**config.mk**
```make
export PLATFORM = sky130hd
export DESIGN_NAME = qirq_ctrl
export DESIGN_NICKNAME = d
export VERILOG_FILES = /design/src/rtl/qirq_pkg.sv /design/src/rtl/qirq_cond_lo.sv /design/src/rtl/qirq_prio.sv /design/src/rtl/qirq_half.sv /design/src/rtl/qirq_ctrl.sv
export SDC_FILE = /design/constraint.sdc
export NUM_CORES = 1
export LEC_CHECK = 0
export ABC_AREA = 1
export BUFFER_PORTS_ARGS = -buffer_cell sky130_fd_sc_hd__buf_2
export CAP_MARGIN = 30
export CELL_PAD_IN_SITES_DETAIL_PLACEMENT = 0
export CELL_PAD_IN_SITES_GLOBAL_PLACEMENT = 1
export CORE_ASPECT_RATIO = 1.4
export CORE_MARGIN = 2
export CORE_UTILIZATION = 45
export DETAILED_ROUTE_END_ITERATION = 8
export PLACE_DENSITY_LB_ADDON = 0.05
export SLEW_MARGIN = 20
export SYNTH_ARGS = -nofsm -noshare
export SYNTH_HDL_FRONTEND = slang
export SYNTH_SLANG_ARGS = --single-unit
export TNS_END_PERCENT = 5
```
**constraint.sdc**
```tcl
create_clock -name clk -period 3.29 [get_ports clk]
set_clock_uncertainty 0.15 [all_clocks]
set_input_delay 0.1645 -clock clk [delete_from_list [all_inputs] [get_ports clk]]
set_output_delay 0.1645 -clock clk [all_outputs]
set_load 0.05 [all_outputs]
```
**src/rtl/qirq_pkg.sv**
```systemverilog
package qirq_pkg;
    localparam int NQH   = 32;
    localparam int NFLAG = 4;
    localparam int SRCW  = 3;
    localparam int NIB   = 4;
    localparam int QPR   = 8;
    localparam int NSRCR = NQH / QPR;
    localparam int DW    = 32;
    localparam int AW    = 4;
    localparam int IDXW  = $clog2(NQH);
    localparam int SELW  = $clog2(NFLAG);

    localparam logic [AW-1:0] A_EN_LO   = AW'(4);
    localparam logic [AW-1:0] A_EN_HI   = AW'(5);
    localparam logic [AW-1:0] A_PEND_LO = AW'(6);
    localparam logic [AW-1:0] A_PEND_HI = AW'(7);
    localparam logic [AW-1:0] A_TOP_LO  = AW'(8);
    localparam logic [AW-1:0] A_TOP_HI  = AW'(9);
endpackage

```
**src/rtl/qirq_cond_lo.sv**
```systemverilog
module qirq_cond_lo #(
    parameter int NQ = 32,
    parameter int FL = 4,
    parameter int SW = 3
) (
    input  logic [NQ*FL-1:0] flags,
    input  logic [NQ*SW-1:0] src,
    output logic [NQ-1:0]    cond
);
    localparam int SLW = $clog2(FL);

    for (genvar q = 0; q < NQ; q++) begin : g_q
        logic [FL-1:0]  fq;
        logic [SLW-1:0] sel;
        logic           inv;
        assign fq      = flags[q*FL +: FL];
        assign sel     = src[q*SW +: SLW];
        assign inv     = src[q*SW + SW - 1];
        assign cond[q] = fq[sel] ^ inv;
    end
endmodule

```
**src/rtl/qirq_prio.sv**
```systemverilog
module qirq_prio #(
    parameter int N = 32
) (
    input  logic [N-1:0]         req,
    output logic [$clog2(N)-1:0] idx,
    output logic                 vld
);
    localparam int IW = $clog2(N);

    always_comb begin
        idx = '0;
        for (int i = 0; i < N; i++) begin
            if (req[i]) idx = IW'(i);
        end
        vld = |req;
    end
endmodule

```
**src/rtl/qirq_half.sv**
```systemverilog
module qirq_half #(
    parameter int N = 32
) (
    input  logic                 clk,
    input  logic                 rst_n,
    input  logic [N-1:0]         cond,
    input  logic                 en_we,
    input  logic                 pend_we,
    input  logic [N-1:0]         wdata,
    output logic [N-1:0]         en,
    output logic [N-1:0]         pend,
    output logic [N-1:0]         rise,
    output logic                 irq,
    output logic [$clog2(N)-1:0] top_idx,
    output logic                 top_vld
);
    logic [N-1:0] prev_q;
    logic [N-1:0] clr;

    assign rise = cond & ~prev_q;
    assign clr  = (pend_we ? wdata : '0) | (en_we ? (en & ~wdata) : '0);

    always_ff @(posedge clk or negedge rst_n) begin
        if (!rst_n) begin
            prev_q <= '0;
            en     <= '0;
            pend   <= '0;
        end else begin
            prev_q <= cond;
            pend   <= (pend & ~clr) | rise;
            if (en_we) en <= wdata;
        end
    end

    qirq_prio #(.N(N)) u_prio (
        .req (pend & en),
        .idx (top_idx),
        .vld (top_vld)
    );

    assign irq = |(pend & en);
endmodule

```
**src/rtl/qirq_ctrl.sv**
```systemverilog
module qirq_ctrl
    import qirq_pkg::*;
(
    input  logic                 clk,
    input  logic                 rst_n,
    input  logic [NQH*NFLAG-1:0] lo_flags,
    input  logic [NQH-1:0]       hi_nonempty,
    input  logic                 reg_we,
    input  logic [AW-1:0]        reg_addr,
    input  logic [DW-1:0]        reg_wdata,
    output logic [DW-1:0]        reg_rdata,
    output logic                 irq_lo,
    output logic                 irq_hi
);
    logic [NQH*SRCW-1:0] src_q;
    logic [NQH-1:0]      cond_lo;
    logic [NQH-1:0]      en_lo, en_hi, pend_lo, pend_hi, rise_lo, rise_hi;
    logic [IDXW-1:0]     idx_lo, idx_hi;
    logic                vld_lo, vld_hi;

    always_ff @(posedge clk or negedge rst_n) begin
        if (!rst_n) begin
            src_q <= '0;
        end else if (reg_we) begin
            for (int r = 0; r < NSRCR; r++) begin
                if (reg_addr == AW'(r)) begin
                    for (int k = 0; k < QPR; k++) begin
                        src_q[(r*QPR+k)*SRCW +: SRCW] <= reg_wdata[k*NIB +: SRCW];
                    end
                end
            end
        end
    end

    qirq_cond_lo #(.NQ(NQH), .FL(NFLAG), .SW(SRCW)) u_cond (
        .flags (lo_flags),
        .src   (src_q),
        .cond  (cond_lo)
    );

    qirq_half #(.N(NQH)) u_lo (
        .clk     (clk),
        .rst_n   (rst_n),
        .cond    (cond_lo),
        .en_we   (reg_we && reg_addr == A_EN_LO),
        .pend_we (reg_we && reg_addr == A_PEND_LO),
        .wdata   (reg_wdata[NQH-1:0]),
        .en      (en_lo),
        .pend    (pend_lo),
        .rise    (rise_lo),
        .irq     (irq_lo),
        .top_idx (idx_lo),
        .top_vld (vld_lo)
    );

    qirq_half #(.N(NQH)) u_hi (
        .clk     (clk),
        .rst_n   (rst_n),
        .cond    (hi_nonempty),
        .en_we   (reg_we && reg_addr == A_EN_HI),
        .pend_we (reg_we && reg_addr == A_PEND_HI),
        .wdata   (reg_wdata[NQH-1:0]),
        .en      (en_hi),
        .pend    (pend_hi),
        .rise    (rise_hi),
        .irq     (irq_hi),
        .top_idx (idx_hi),
        .top_vld (vld_hi)
    );

    always_comb begin
        reg_rdata = '0;
        for (int r = 0; r < NSRCR; r++) begin
            if (reg_addr == AW'(r)) begin
                for (int k = 0; k < QPR; k++) begin
                    reg_rdata[k*NIB +: SRCW] = src_q[(r*QPR+k)*SRCW +: SRCW];
                end
            end
        end
        case (reg_addr)
            A_EN_LO:   reg_rdata = DW'(en_lo);
            A_EN_HI:   reg_rdata = DW'(en_hi);
            A_PEND_LO: reg_rdata = DW'(pend_lo);
            A_PEND_HI: reg_rdata = DW'(pend_hi);
            A_TOP_LO:  reg_rdata = {vld_lo, {(DW-1-IDXW){1'b0}}, idx_lo};
            A_TOP_HI:  reg_rdata = {vld_hi, {(DW-1-IDXW){1'b0}}, idx_hi};
            default:   ;
        endcase
    end
endmodule

```
==> summary.md <==
| Metric | Value |
|---|---|
| Crit Path Category | `register to primary output` |
| Synth warn | `0` |
| Initial antenna violation count | `0` |
| Post-synth top cells | `nand2_1, dfrtp_1, inv_1, o21ai_0, nor2_1` |
| Fin crit share | `102%` |
| Die height | `roughly 210 um` |
| Via count | `13200` |
| Hold Crit Endpoint | `u_lo.prev_q[13]` |
| Post-DRT Antenna Nets | `0` |
| Die X | `153 um` |
| Placer Congestion | `between 0.8 and 0.9` |
| Ys flop type | `dfrtp_1` |
| Final slew viol count | `0` |
| Asr flop ratio synth | `100%` |
| CP dominant cell by count | `nand2_1` |
| Worst flop-to-flop path endpoint | `u_lo.pend[16]` |
| RSZ-0062 raised after global routing | `true` |
| Hold Crit Depth | `4` |
| Crit path launch | `u_hi.pend[1]` |
| Static Leak | `8.49 nW` |
| Library cells used by synthesis | `30` |
| Initial Util | `45.4%` |
| DP Area | `15600 um^2` |
| Post-Syn Area | `between 10000 and 15000 um^2` |
| Hold Path Class | `primary input to register` |
| Crit start category | `register` |
| Critical path required time | `roughly 3.0 ns` |
| Clk_lat worst skew | `between 0.5 and 0.6 ns` |
| CP arrival | `3.04 ns` |
| CTS Buffer Depth | `3` |
| Crit path capture type | `primary output` |
| PD cells | `approximately 630 nW/um^2` |
| Total gr overflow | `0` |
| Nets | `2227` |
| Reg2reg path depth | `6` |
| EDFF count, synth | `0` |
| Status | `finished with violations` |
| Syn-to-layout area delta | `26.0%` |
| GRT Total Usage | `between 20 and 30%` |
| Tightest Pin Transition | `0.946 ns` |
| Final Power | `about 11 mW` |
| Routed len/inst | `between 15 and 20 um` |
| Sequential cell area | `between 7000 and 8000 um^2` |
| Maximum capacitance violations | `0` |
| Die area | `approximately 32000 um^2` |
| DRC | `0` |
| Share of cells above drive strength 1 | `about 16%` |
| Clk pin slew, worst setup/hold paths | `around 0.060 ns` |
| Mapped Cells | `about 1700` |
| Tmin final | `~3.4 ns` |
| Worst path max stage delay | `about 0.40 ns` |
| Max-slew headroom | `a little under two fifths` |
| Number of synthesized register bits | `about 290` |
| IO Pins | `between 200 and 250` |
| Crit-path slowest cell | `dfrtp_1` |
| Setup violators final | `2` |
| Vias per inst | `between 5 and 6` |
| CTS Buf Count | `29` |
| # rows | `76` |
| Hold Vio Cnt, Final | `1` |
| Final HPWL DP | `35100 um` |
| Setup slack, reg-to-reg | `about 1.2 ns` |
| Count leader, synth | `nand2_1` |
| Post-synth top area share | `between 50% and 60%` |
| Min-delay src | `lo_flags[52]` |
| H-tree depth | `1` |
| RR Startpoint | `src_q[48]` |
| Avg Cell Area, Syn | `between 8 and 9 um^2` |
| Total Neg Setup Slack | `-0.0870 ns` |
| DR pass1 iterations | `5` |
| Core Area | `a little over 30000 um^2` |
| Fmax | `0.298 GHz` |
| CP max FO | `2` |
| Largest cells by area after synthesis | `dfrtp_1, nand2_1, inv_1, o21ai_0, o22ai_1` |
| CTS tree | `built` |
| Largest net degree at the start of global routing | `slightly above 90` |
| Initial DRC count | `slightly below 900` |
| Fin area | `approximately 18000 um^2` |
| Routed WL | `roughly 48000 um` |
| Hold slack | `-0.00508 ns` |
| Global-route wire length before repair | `73600 um` |
| Vias in the first global route | `13000` |
| Multi-input logic area | `approximately 5600 um^2` |
| PortBufs | `around 230` |
| Yosys top cell by area | `dfrtp_1` |
| Post-Syn Nets | `~1900` |
| Violated checks | `negative hold slack, negative setup slack` |
| Filler cells | `2938` |
| Worst ir drop on vdd | `~450 uV` |
| Total clock sinks | `between 200 and 300` |
| Clock root buffer | `clkbuf_16` |
| Final WS setup | `-0.0614 ns` |
| Sequential fraction of the synthesis area | `51.8%` |
-- metal layers --
layer,part of all wire [%],wire (um),GRT usage [%],vias to the layer above
met5,0,0,0,-
met4,5.5,2660,14.5,0
met1,40,19100,36.4,6306
li1,-,-,-,6332
met3,5.6,2690,3.95,103
met2,49,23800,52.2,425
-- critical path, delay by kind of cell (launching register included) --
kind                   cells  cell delay, ns
flip-flops                 1            0.40
buffers and inverters      3            0.22
AND/OR/NAND/NOR           34            1.87
-- timing repair --
item                                    4_1_cts  5_1_grt
hold endpoints to repair                    358        0
endpoints found under the setup margin        2        2
hold buffers                                 88        0
gates resized for setup                       6        4
setup buffers                                 3        1
pin swaps                                     2        1
-- cells by family (layout without fill, tap and decap cells) --
| group | Yosys count | in the layout | share of synthesized area [%] |
|---|---|---|---|
| DFF | 288 | 288 | 51.8 |
| and+or+nand+nor | 622 | 622 | 17.5 |
| other | 0 | 2 | 0 |
| buffers and inverters | 301 | 643 | 8.13 |
| AOI/OAI and AO/OA | 461 | 461 | 20.6 |
| xor gates and xnor gates | 32 | 32 | 2.02 |
-- final cells by class --
cell class                 count  share of cell area [%]
multi-input combinational   1115                    32.0
antenna                        2                  0.0286
sequential                   288                    41.1
timing repair buffer         353                    13.5
clock inverter                 8                   0.700
tap                          390                    2.79
inverter                     241                    5.16
clock buffer                  41                    4.69
-- report_power, final --
group / internal [mW] / switching, mW / total [mW]
clock network: 1.96 / 1.39 / 3.35
logic: 0.970 / 1.85 / 2.82
registers: 4.28 / 0.525 / 4.80
-- sequential cells by signal, summed over array words and instances, names as in the netlist --
| signal | cells |
|---|---|
| u_lo.prev_q | 32 |
| u_lo.en | 32 |
| u_hi.prev_q | 32 |
| u_hi.pend | 32 |
| u_lo.pend | 32 |
| u_hi.en | 32 |
| src_q | 96 |
-- how the worst max path moves through the flow --
| stage | endpoint | depth (start not counted) |
|---|---|---|
| 2_1_floorplan | reg_rdata[0] | 35 |
| 3_3_place_gp | reg_rdata[0] | 36 |
| 3_5_place_dp | reg_rdata[0] | 36 |
| 4_1_cts | reg_rdata[0] | 36 |
| 5_1_grt | reg_rdata[0] | 36 |
| 6_report | reg_rdata[0] | 37 |
-- cells in the final DEF, fill, tap and decap left out, types with 9 or more instances in the layout --
cell type,instances
a21oi_1,72
a221oi_1,26
a32o_1,33
a32oi_1,17
buf_2,230
buf_4,28
clkbuf_16,29
dfrtp_1,288
dlygate4sd3_1,88
inv_1,229
inv_2,12
nand2_1,437
nand2_2,9
nand3_1,17
nor2_1,118
nor3_1,31
o211ai_1,13
o21ai_0,161
o21ai_1,30
o22ai_1,87
xor2_1,32
-- stage by stage --
step	util (%)	std cells	worst slack [ns]	hold slack [ns]
after detailed placement	51.0	2295	0.358	0.0894
after global routing	57.2	2436	-0.455	0.00645
after global placement	51.0	2295	0.361	0.0919
after floorplan	-	1704	0.791	-0.281
after CTS	57.1	2435	-0.0793	0.0000562
final	57.2	2438	-0.0614	-0.00508
Note: power is estimated with default switching activity, not from simulation.
